### src/rtl/pad_replay_pkg.sv
package pad_replay_pkg;

    typedef enum logic {
        MODE_FRAME = 1'b0,
        MODE_POLL  = 1'b1
    } replay_mode_e;

    // Synchronised view of one host line
    typedef struct packed {
        logic level;
        logic rise;
        logic fall;
    } line_evt_t;

    // Active-low drive: set bit pulls low, inactive slot rests high
    function automatic logic drive_level(input logic bit_val, input logic active);
        return active ? ~bit_val : 1'b1;
    endfunction

endpackage

### src/rtl/pad_edge_sync.sv
module pad_edge_sync
    import pad_replay_pkg::*;
#(
    parameter int STAGES = 2
) (
    input  logic      clk,
    input  logic      rst,
    input  logic      async_i,
    output line_evt_t evt_o
);
    logic [STAGES:0] pipe;

    always_ff @(posedge clk) begin
        if (rst) pipe <= '0;
        else     pipe <= {pipe[STAGES-1:0], async_i};
    end

    always_comb begin
        evt_o.level = pipe[STAGES-1];
        evt_o.rise  = pipe[STAGES-1] & ~pipe[STAGES];
        evt_o.fall  = ~pipe[STAGES-1] & pipe[STAGES];
    end
endmodule

### src/rtl/pad_frame_timer.sv
module pad_frame_timer #(
    parameter int FRAME_CYCLES = 833_333
) (
    input  logic clk,
    input  logic rst,
    output logic tick_o
);
    localparam int CNT_W = $clog2(FRAME_CYCLES);
    logic [CNT_W-1:0] cnt;

    assign tick_o = (cnt == CNT_W'(FRAME_CYCLES - 1));

    always_ff @(posedge clk) begin
        if (rst || tick_o) cnt <= '0;
        else               cnt <= cnt + 1'b1;
    end
endmodule

### src/rtl/pad_shift_line.sv
module pad_shift_line
    import pad_replay_pkg::*;
#(
    parameter int WORD_W = 16
) (
    input  logic              clk,
    input  logic              rst,
    input  logic              load_i,
    input  logic [WORD_W-1:0] word_i,
    input  logic              shift_i,
    output logic              data_o
);
    localparam int CNT_W = $clog2(WORD_W + 1);
    logic [WORD_W-1:0] sr;
    logic [CNT_W-1:0]  cnt;
    logic              active;

    assign active = (cnt < CNT_W'(WORD_W));
    assign data_o = drive_level(sr[0], active);

    always_ff @(posedge clk) begin
        if (rst) begin
            sr  <= '0;
            cnt <= CNT_W'(WORD_W);
        end else if (load_i) begin
            sr  <= word_i;
            cnt <= '0;
        end else if (shift_i && active) begin
            sr  <= sr >> 1;
            cnt <= cnt + 1'b1;
        end
    end
endmodule

### src/rtl/pad_replayer.sv
module pad_replayer
    import pad_replay_pkg::*;
#(
    parameter int WORD_W       = 16,
    parameter int NUM_LINES    = 2,
    parameter int FRAME_CYCLES = 833_333,
    parameter int SYNC_STAGES  = 2
) (
    input  logic                        clk,
    input  logic                        rst,
    input  logic                        mode_i,
    input  logic                        pad_latch_i,
    input  logic                        pad_clk_i,
    output logic [NUM_LINES-1:0]        pad_data_o,
    input  logic [NUM_LINES*WORD_W-1:0] fifo_data_i,
    input  logic                        fifo_empty_i,
    output logic                        fifo_pop_o,
    output logic                        underflow_o
);
    localparam int SET_W = NUM_LINES * WORD_W;

    line_evt_t    lat_e, pclk_e;
    logic         frame_tick, frame_due, want_new, pop;
    replay_mode_e mode_q;
    logic [SET_W-1:0] cur_set, next_set;

    pad_edge_sync #(.STAGES(SYNC_STAGES)) u_lat_sync (
        .clk(clk), .rst(rst), .async_i(pad_latch_i), .evt_o(lat_e));
    pad_edge_sync #(.STAGES(SYNC_STAGES)) u_clk_sync (
        .clk(clk), .rst(rst), .async_i(pad_clk_i), .evt_o(pclk_e));
    pad_frame_timer #(.FRAME_CYCLES(FRAME_CYCLES)) u_timer (
        .clk(clk), .rst(rst), .tick_o(frame_tick));

    assign want_new   = (mode_q == MODE_POLL) || frame_due;
    assign pop        = lat_e.fall && want_new && !fifo_empty_i;
    assign fifo_pop_o = pop;
    assign next_set   = pop ? fifo_data_i : cur_set;

    always_ff @(posedge clk) begin
        if (rst) begin
            mode_q      <= MODE_FRAME;
            frame_due   <= 1'b1;
            cur_set     <= '0;
            underflow_o <= 1'b0;
        end else begin
            if (lat_e.rise) mode_q <= replay_mode_e'(mode_i);
            if (frame_tick)  frame_due <= 1'b1;
            else if (pop)    frame_due <= 1'b0;
            if (lat_e.fall) begin
                cur_set <= next_set;
                if (pop)           underflow_o <= 1'b0;
                else if (want_new) underflow_o <= 1'b1;
            end
        end
    end

    for (genvar g = 0; g < NUM_LINES; g++) begin : g_line
        pad_shift_line #(.WORD_W(WORD_W)) u_line (
            .clk    (clk),
            .rst    (rst),
            .load_i (lat_e.level | lat_e.fall),
            .word_i (lat_e.fall ? next_set[g*WORD_W +: WORD_W]
                                : cur_set[g*WORD_W +: WORD_W]),
            .shift_i(pclk_e.rise & ~lat_e.level),
            .data_o (pad_data_o[g])
        );
    end
endmodule

### config.mk
export PLATFORM = sky130hd
export DESIGN_NAME = pad_replayer
export DESIGN_NICKNAME = d
export VERILOG_FILES = /design/src/rtl/pad_replay_pkg.sv /design/src/rtl/pad_edge_sync.sv /design/src/rtl/pad_frame_timer.sv /design/src/rtl/pad_shift_line.sv /design/src/rtl/pad_replayer.sv
export SDC_FILE = /design/constraint.sdc
export NUM_CORES = 1
export LEC_CHECK = 0
export BUFFER_PORTS_ARGS = -buffer_cell sky130_fd_sc_hd__buf_4
export CORE_MARGIN = 1
export CORE_UTILIZATION = 55
export CTS_BUF_LIST = sky130_fd_sc_hd__clkbuf_2
export CTS_CLUSTER_DIAMETER = 80
export DETAILED_ROUTE_END_ITERATION = 12
export GPL_ROUTABILITY_DRIVEN = 0
export GPL_TIMING_DRIVEN = 1
export PLACE_DENSITY_LB_ADDON = 0.05
export REMOVE_ABC_BUFFERS = 1
export SYNTH_ARGS = -nofsm -noshare
export SYNTH_HDL_FRONTEND = slang
export SYNTH_HIERARCHICAL = 1
export SYNTH_SLANG_ARGS = --single-unit
### constraint.sdc
create_clock -name clk -period 3.2 [get_ports clk]
set_input_delay 0.16 -clock clk [delete_from_list [all_inputs] [get_ports clk]]
set_output_delay 0.16 -clock clk [all_outputs]
set_load 0.02 [all_outputs]
==> impl_metrics.yaml, run 1 <==
floorplan:
  io_pins: 42
  fp.dieArea_um2: 9789
  die_h_um: 98.94
  row_count: 35
  fp.coreArea_um2: 9153
  fp.dieW_um: 98.94
  start_util: 0.5647
sta:
  worst_pin_slew_ns: 0.7943
  max_freq_ghz: 0.4804
  timing.final.hold_violations: 0
  min_period_over_period: 0.6505
  rsz0062_at_grt: "no"
  fin_worst_skew_ns: 0.03130
  finalSetupViolCount: 0
  slew_headroom: 0.4705
  final_max_slew_viol_count: 0
  fin_ws_ns: 1.118
  fin_hold_ws_ns: 0.1695
  period_needed_ns: 2.082
layout:
  stdcell_area_um2: 5947
  drive_above_1_share: 0.2179
  nFillCells: 777
  multi_input_area_um2: 2799
  finalNonFillerCells: 703
  final_util: 0.6498
  diodes: 0
  syn2layout_area_growth_pct: 15.06
  ff_latch_area_um2: 2062
  nets: 629
grt:
  grt_usage: 0.1863
  grt_pass1_vias: 3484
  antenna_found_initial: 0
  grt_pass1_wl_um: 14990
  grt_max_degree: 87
  gr-total-overflow: 0
worst_setup_path:
  crit_path_end_kind: "output pin"
  worstPathMaxFanout: 65
  cp.required_ns: 3.04
  cp-startpoint: "u_lat_sync/pipe[2]$_SDFF_PP0_"
  crit_arrival_ns: 1.92
  reg2reg_from: "u_clk_sync/pipe[1]$_SDFF_PP0_"
  ff2ff_setup_slack_ns: 1.16
  r2r-end: "g_line[0].u_line/cnt[3]$_SDFFE_PP0P_"
  rr_worst_depth: 5
  path_class: "register to output pin"
  cp-endpoint: "fifo_pop_o"
  startpoint_type: "register"
run_status:
  outcome: "finished, final reports clean"
route:
  ant_nets: 0
  vias: 3702
  dr.pass1.iters: 4
  wl_um: 8722
  drc: 0
  drt_iter0_drc: 100
  vias_per_cell: 5.266
  wl_per_cell_um: 12.41
hold_path:
  whs_path_depth: 2
  hp-class: "input pin to register"
logic_synthesis:
  syn_area_um2: 5169
  synth_warnings: 6
  syn_area_per_cell_um2: 9.789
  synthCells: 528
cts:
  htreeDepth: 3
  cts.sinks: 103
  cts_resized: 0
  cts_buffers: 9
  cts_setup_buffers: 0
  clk_path_buf_depth: 2
  ctsHoldBuffers: 36
  cts_tree: "built"
  root_buffer: "clkbuf_2"
  clk_latency_ns: 0.54
  cts.clk_slew.worst_paths_ns: 0.27
place:
  io_buffer_count: 41
  dp.cells: 651
  place_ws_ns: 1.208
  dpl.hpwl_um: 5438
  place_area_um2: 5478
power_and_ir_drop:
  irDropWorstVdd_mv: 0.1897
  p_per_area_nw_per_um2: 368.0
  p_leak_nw: 2.241
job:
  cap_viol_max_count: 0
critical path, cell delays in order (launching register included):
cell and delay (ns):
dfxtp_1 0.38, nor2b_1 0.19, o21ai_2 0.12, nor2_4 0.12
buf_12 0.32, buf_4 0.22
per-layer routing:
metal | vias to the layer above | track usage | wire length (um)
met5 | - | 0 | 0
met4 | 0 | 0.07577 | 125
met3 | 10 | 0.02766 | 129
met2 | 25 | 0.3287 | 4211
met1 | 1756 | 0.2271 | 4255
li1 | 1911 | - | -
power by group:
group | leakage (nW) | total (mW) | switching [mW] | internal (mW)
Sequential | 0.837 | 1.35 | 0.0223 | 1.33
Combinational | 1.34 | 0.253 | 0.103 | 0.149
Clock | 0.0684 | 0.588 | 0.413 | 0.175
Total | 2.24 | 2.19 | 0.538 | 1.65
flip-flops by register name, indices dropped and copies added, names as in the netlist:
| register | flops |
|---|---|
| u_timer/cnt | 20 |
| frame_due | 1 |
| u_lat_sync/pipe | 3 |
| u_clk_sync/pipe | 3 |
| mode_q | 1 |
| cur_set | 32 |
| underflow_o | 1 |
| g_line.u_line/cnt | 10 |
| g_line.u_line/sr | 32 |
worst min path at each step:
stage,startpoint,endpoint,slack (ns)
after global routing,rst,u_clk_sync/pipe[1]$_SDFF_PP0_,0.14
after global placement,pad_latch_i,u_lat_sync/pipe[0]$_SDFF_PP0_,0.38
after floorplan,rst,g_line[0].u_line/sr[15]$_SDFFE_PP0P_,0.23
final,rst,u_clk_sync/pipe[1]$_SDFF_PP0_,0.17
after detailed placement,pad_latch_i,u_lat_sync/pipe[0]$_SDFF_PP0_,0.38
after CTS,rst,u_clk_sync/pipe[1]$_SDFF_PP0_,0.09
cells in the final DEF (no fill, tap or decap), types with 3 or more instances in the layout:
| master | instances |
|---|---|
| nor2b_1 | 10 |
| mux2_4 | 17 |
| buf_4 | 43 |
| inv_1 | 36 |
| a21oi_1 | 36 |
| xor2_1 | 5 |
| clkinv_1 | 3 |
| nand3_1 | 7 |
| nand2_1 | 6 |
| dfxtp_1 | 103 |
| nor2_1 | 23 |
| nand4_1 | 3 |
| nand2b_1 | 67 |
| nor4_1 | 6 |
| clkbuf_2 | 9 |
| ha_1 | 4 |
| dlygate4sd3_1 | 36 |
| o21a_1 | 30 |
| mux2_2 | 45 |
| nand3b_1 | 4 |
| o21ai_0 | 6 |
| or3_1 | 6 |
| nor3_1 | 10 |
| mux2i_1 | 37 |
| xnor2_1 | 12 |
metrics by stage:
| step | power (mW) | TNS [ns] |
|---|---|---|
| after global placement | 1.584 | 0 |
| after global routing | 2.291 | 0 |
| final | 2.189 | 0 |
| after CTS | 2.224 | 0 |
| after floorplan | 1.507 | -129.32 |
| after detailed placement | 1.592 | 0 |
cell type report:
cell class | instances | share of cell area
multi-input cells | 357 | 0.4706
flip-flops and latches | 103 | 0.3467
repair buffers | 80 | 0.1182
well taps | 111 | 0.02335
inverters | 36 | 0.02272
clock inverters | 7 | 0.01073
clock buffers | 9 | 0.007574
(Power assumes the default switching activity.)
==> run 2: changes to the inputs <==
--- a/config.mk
+++ b/config.mk
@@ -5,6 +5,7 @@
 export SDC_FILE = /design/constraint.sdc
 export NUM_CORES = 1
 export LEC_CHECK = 0
+export ABC_AREA = 1
 export BUFFER_PORTS_ARGS = -buffer_cell sky130_fd_sc_hd__buf_4
 export CORE_MARGIN = 1
 export CORE_UTILIZATION = 55
==> constraint.sdc (replaced) <==
create_clock -name clk -period 1.8 [get_ports clk]
set_input_delay 0.09 -clock clk [delete_from_list [all_inputs] [get_ports clk]]
set_output_delay 0.09 -clock clk [all_outputs]
set_load 0.02 [all_outputs]
==> run 2 against run 1 <==
  * Final cell count up 43%
  * Largest power group unchanged
  * Area after synthesis up 5.1%
  * Critical path depth up 3
  * Combinational power increased by 76%
  * Critical endpoint is now cur_set[7]$_SDFFE_PP0P_
==> impl_metrics.yaml, run 2 <==
place:
  dpl.hpwl_um: 7777
  dp.cells: 943
  io_buffer_count: 41
  place_ws_ns: 0.1149
  place_area_um2: 5743
grt:
  grt_max_degree: 40
  antenna_found_initial: 0
  grt_usage: 0.2479
  grt_pass1_wl_um: 20290
  grt_pass1_vias: 4600
  gr-total-overflow: 0
sta:
  timing.final.hold_violations: 0
  fin_worst_skew_ns: 0.02712
  rsz0062_at_grt: "yes"
  min_period_over_period: 0.9495
  final_max_slew_viol_count: 0
  finalSetupViolCount: 0
  finalSetupTns_ns: 0
  fin_hold_ws_ns: 0.05224
  slew_headroom: 0.7728
  period_needed_ns: 1.709
  fin_ws_ns: 0.09094
  max_freq_ghz: 0.5851
  worst_pin_slew_ns: 0.3409
worst_setup_path:
  worstPathMaxFanout: 13
  crit_arrival_ns: 2.18
  crit_slowest_cell: "dlygate4sd3_1"
  cp_common_cell: "nand2_1"
  startpoint_type: "register"
  crit_path_end_kind: "register"
  crit_chain: "inv_1, nand2_4, nand3_4, buf_6, nand2_1, nand2_1, nor2_1, dlygate4sd3_1"
  cp.required_ns: 2.27
  path_class: "register to register"
  r2r-end: "cur_set[7]$_SDFFE_PP0P_"
  reg2reg_from: "frame_due$_SDFFE_PP1P_"
  ff2ff_setup_slack_ns: 0.09
  cpPeakStageDelay_ns: 0.55
  rr_worst_depth: 8
layout:
  syn2layout_area_growth_pct: 16.59
  diodes: 0
  reg_top3: "cur_set: 32 flops, g_line.u_line/sr: 32 flops, u_timer/cnt: 20 flops"
  final_cell_mix: "244 x nand2_1, 135 x inv_1, 101 x dfxtp_1"
  nets: 913
  final_util: 0.6726
  final_common_cell: "nand2_1"
  drive_above_1_share: 0.1749
  finalNonFillerCells: 1004
  stdcell_area_um2: 6332
floorplan:
  fp.coreArea_um2: 9415
  start_util: 0.5769
  fp.dieW_um: 101.4
  fp.dieArea_um2: 10280
  io_pins: 42
  row_count: 35
  die_h_um: 101.4
cts:
  clk_path_buf_depth: 2
  root_buffer: "clkbuf_2"
  clk_latency_ns: 0.54
  cts.sinks: 103
  cts_tree: "built"
  htreeDepth: 3
  cts.clk_slew.worst_paths_ns: 0.26
  cts_buffers: 9
run_status:
  outcome: "finished, final reports clean"
route:
  drc: 0
  dr.pass1.iters: 4
  vias_per_cell: 4.868
  wl_per_cell_um: 11.45
  ant_nets: 0
  vias: 4887
  wl_um: 11490
  drt_iter0_drc: 142
logic_synthesis:
  syn_area_um2: 5431
  syn_area_per_cell_um2: 6.823
  synth_warnings: 6
  synthCells: 796
power_and_ir_drop:
  irDropWorstVdd_mv: 0.3455
  total_power_mw: 3.815
  p_leak_nw: 3.007
  p_per_area_nw_per_um2: 602.4
hold_path:
  min_to: "cur_set[3]$_SDFFE_PP0P_"
  whs_path_depth: 7
  hp-class: "input pin to register"
  hold_start: "fifo_empty_i"
job:
  cap_viol_max_count: 0
==> run 2: critical path, delay by kind of cell (launching register included) <==
kind / cells / cell delay (ns)
buf+inv: 3 / 0.83
simple gates: 5 / 0.44
flops: 1 / 0.36
==> run 2: layout make-up <==
type	count	area, um2
fillers	842	3083
clock buffers	10	50.05
flip-flops and latches	103	2064
multi-input cells	510	2509
clock inverters	5	50.05
well taps	129	161.4
repair buffers	104	953.4
inverters	143	544.3
==> run 2: worst max path at each step <==
| stage | startpoint | endpoint | cells past startpoint |
|---|---|---|---|
| floorplan | u_lat_sync/pipe[2]$_SDFF_PP0_ | g_line[0].u_line/sr[3]$_SDFFE_PP0P_ | 7 |
| global placement | u_lat_sync/pipe[1]$_SDFF_PP0_ | g_line[1].u_line/sr[12]$_SDFFE_PP0P_ | 11 |
| detailed placement | u_lat_sync/pipe[1]$_SDFF_PP0_ | g_line[1].u_line/sr[14]$_SDFFE_PP0P_ | 11 |
| CTS | u_lat_sync/pipe[2]$_SDFF_PP0_ | fifo_pop_o | 7 |
| global route | frame_due$_SDFFE_PP1P_ | cur_set[7]$_SDFFE_PP0P_ | 8 |
| finish | frame_due$_SDFFE_PP1P_ | cur_set[7]$_SDFFE_PP0P_ | 8 |
==> run 2: routing by layer <==
layer	vias up	wire, um	GRT usage	share of wire
met1	2221	5433	0.3059	0.47
met3	12	336	0.05314	0.029
met5	-	0	0	0
met2	78	5579	0.4401	0.49
li1	2576	-	-	-
met4	0	145	0.05909	0.013
==> run 2: what timing repair did <==
item	in CTS	in global routing
resized for setup	4	9
endpoints found under the hold margin	48	0
pin swaps	2	2
hold buffers	43	0
setup endpoints to repair	1	30
setup buffers	3	0
==> run 2: report_power, final <==
part	internal [mW]	switching [mW]	leakage, nW	total [mW]
Combinational	0.201	0.245	2.11	0.446
Clock	0.307	0.720	0.0629	1.03
Sequential	2.32	0.0189	0.834	2.34
Total	2.83	0.984	3.01	3.81
==> run 3: changes to the inputs <==
--- a/config.mk
+++ b/config.mk
@@ -7,7 +7,7 @@
 export LEC_CHECK = 0
 export ABC_AREA = 1
 export BUFFER_PORTS_ARGS = -buffer_cell sky130_fd_sc_hd__buf_4
-export CORE_MARGIN = 1
+export CORE_MARGIN = 5
 export CORE_UTILIZATION = 55
 export CTS_BUF_LIST = sky130_fd_sc_hd__clkbuf_2
 export CTS_CLUSTER_DIAMETER = 80
==> run 3 against run 2 <==
  * Routed wire length up 0.78%
  * Clock skew is 0.00068 ns higher
  * Critical path depth down 3
  * Final cell count did not move
  * Clock power is 11% lower
==> impl_metrics.yaml, run 3 (synthesis gave the netlist of run 2 again) <==
grt:
  grt_pass1_wl_um: 20330
  grt_usage: 0.2107
  gr-total-overflow: 0
  grt_pass1_vias: 4544
  antenna_found_initial: 0
  grt_max_degree: 35
worst_setup_path:
  cp_common_cell: "inv_1"
  reg2reg_from: "u_lat_sync/pipe[2]$_SDFF_PP0_"
  startpoint_type: "register"
  crit_path_end_kind: "output pin"
  worstPathBufferInverterCount: 3
  rr_worst_depth: 9
  ff2ff_setup_slack_ns: 0.18
  cp.required_ns: 1.71
  r2r-end: "g_line[0].u_line/sr[13]$_SDFFE_PP0P_"
  path_class: "register to output pin"
  path_delay_family: "flip-flops"
  cpPeakStageDelay_ns: 0.37
  cp-startpoint: "mode_q$_SDFFE_PP0P_"
  worstPathMaxFanout: 15
  crit_slowest_cell: "dfxtp_1"
  crit_arrival_ns: 1.57
  crit_chain: "inv_1, nand2_4, nand3_4, inv_1, buf_4"
job:
  cap_viol_max_count: 0
cts:
  cts.sinks: 103
  htreeDepth: 3
  clk_path_buf_depth: 2
  root_buffer: "clkbuf_2"
  cts_buffers: 9
  cts.clk_slew.worst_paths_ns: 0.27
  clk_latency_ns: 0.59
  cts_tree: "built"
layout:
  final_common_cell: "nand2_1"
  reg_top3: "cur_set: 32 flops, g_line.u_line/sr: 32 flops, u_timer/cnt: 20 flops"
  finalNonFillerCells: 1004
  syn2layout_area_growth_pct: 14.93
  nets: 908
  final_cell_mix: "244 x nand2_1, 137 x inv_1, 101 x dfxtp_1"
  drive_above_1_share: 0.1722
  diodes: 0
hold_path:
  hp-class: "input pin to register"
  whs_path_depth: 4
  min_to: "mode_q$_SDFFE_PP0P_"
  hold_start: "mode_i"
floorplan:
  fp.dieW_um: 109.4
  row_count: 36
  fp.dieArea_um2: 11960
  io_pins: 42
  die_h_um: 109.4
  start_util: 0.5609
  fp.coreArea_um2: 9684
route:
  dr.pass1.iters: 6
  ant_nets: 0
  vias: 4810
  vias_per_cell: 4.791
  drc: 0
  wl_per_cell_um: 11.54
  drt_iter0_drc: 195
  wl_um: 11580
sta:
  max_freq_ghz: 0.6022
  finalSetupTns_ns: 0
  min_period_over_period: 0.9225
  fin_hold_ws_ns: 0.2454
  worst_pin_slew_ns: 0.4103
  period_needed_ns: 1.661
  fin_worst_skew_ns: 0.02780
  final_max_slew_viol_count: 0
  timing.final.hold_violations: 0
  finalSetupViolCount: 0
  rsz0062_at_grt: "no"
  slew_headroom: 0.7265
power_and_ir_drop:
  p_per_area_nw_per_um2: 592.4
  irDropWorstVdd_mv: 0.5601
  p_leak_nw: 2.955
place:
  dpl.hpwl_um: 7649
  dp.cells: 946
  io_buffer_count: 41
run_status:
  outcome: "finished, final reports clean"
## run 3: cell types whose count changed in the layout (fill, tap and decap cells not counted), sizes merged
cell,delta
bufinv,-1
buf,-2
dlygate4sd3,-4
clkinv,+1
nand3,+1
clkbuf,+1
## run 3: worst min-delay path: stages
cell           delay, ns
dlygate4sd3_1       0.52
buf_4               0.10
a21oi_1             0.05
nor2_1              0.07
## run 3: final cells by class
| type | count | area, um2 |
|---|---|---|
| Tap cell | 133 | 166.4 |
| Multi-Input combinational cell | 511 | 2515 |
| Inverter | 143 | 541.8 |
| Fill cell | 914 | 3442 |
| Sequential cell | 103 | 2064 |
| Clock inverter | 5 | 25.02 |
| Clock buffer | 11 | 55.05 |
| Timing Repair Buffer | 98 | 874.6 |
## run 3: metal layers
metal / track usage / share of wire / wire [um]
met5: 0 / 0 / 0
met1: 0.2584 / 0.45 / 5191
met4: 0.04363 / 0.0099 / 115
met3: 0.05344 / 0.046 / 533
met2: 0.3731 / 0.50 / 5743
## run 3: repair_timing
item	CTS	global route
resized for setup	0	5
setup endpoints to repair	1	15
hold buffers	39	0
buffers inserted	1	1
pin swaps	0	1
hold endpoints to repair	67	0
cloned	1	0
## run 3: how the worst max path moves through the flow
stage,slack (ns),cells past startpoint,to
after CTS,0.03,6,fifo_pop_o
final,0.14,5,fifo_pop_o
after global routing,0.0004,5,fifo_pop_o
after detailed placement,0.13,11,g_line[0].u_line/sr[13]$_SDFFE_PP0P_
after global placement,0.21,11,g_line[0].u_line/sr[10]$_SDFFE_PP0P_
after floorplan,-1.07,7,g_line[0].u_line/sr[3]$_SDFFE_PP0P_
## run 3: through the flow
stage | setup WS, ns | power (mW) | utilization | area [um2]
after detailed placement | 0.1294 | 2.751 | 0.5915 | 5728
after global placement | 0.2078 | 2.743 | 0.5915 | 5728
after CTS | 0.02690 | 3.746 | 0.6419 | 6216
final | 0.1394 | 3.698 | 0.6446 | 6242
after global routing | 0.0003526 | 3.891 | 0.6446 | 6242
after floorplan | -1.070 | 2.567 | - | 5094
## run 3: where the power goes
part           total (mW)  switching, mW  internal [mW]
clock               0.917          0.737          0.179
combinational       0.441          0.245          0.196
sequential           2.34         0.0181           2.32
total                3.70           1.00           2.70
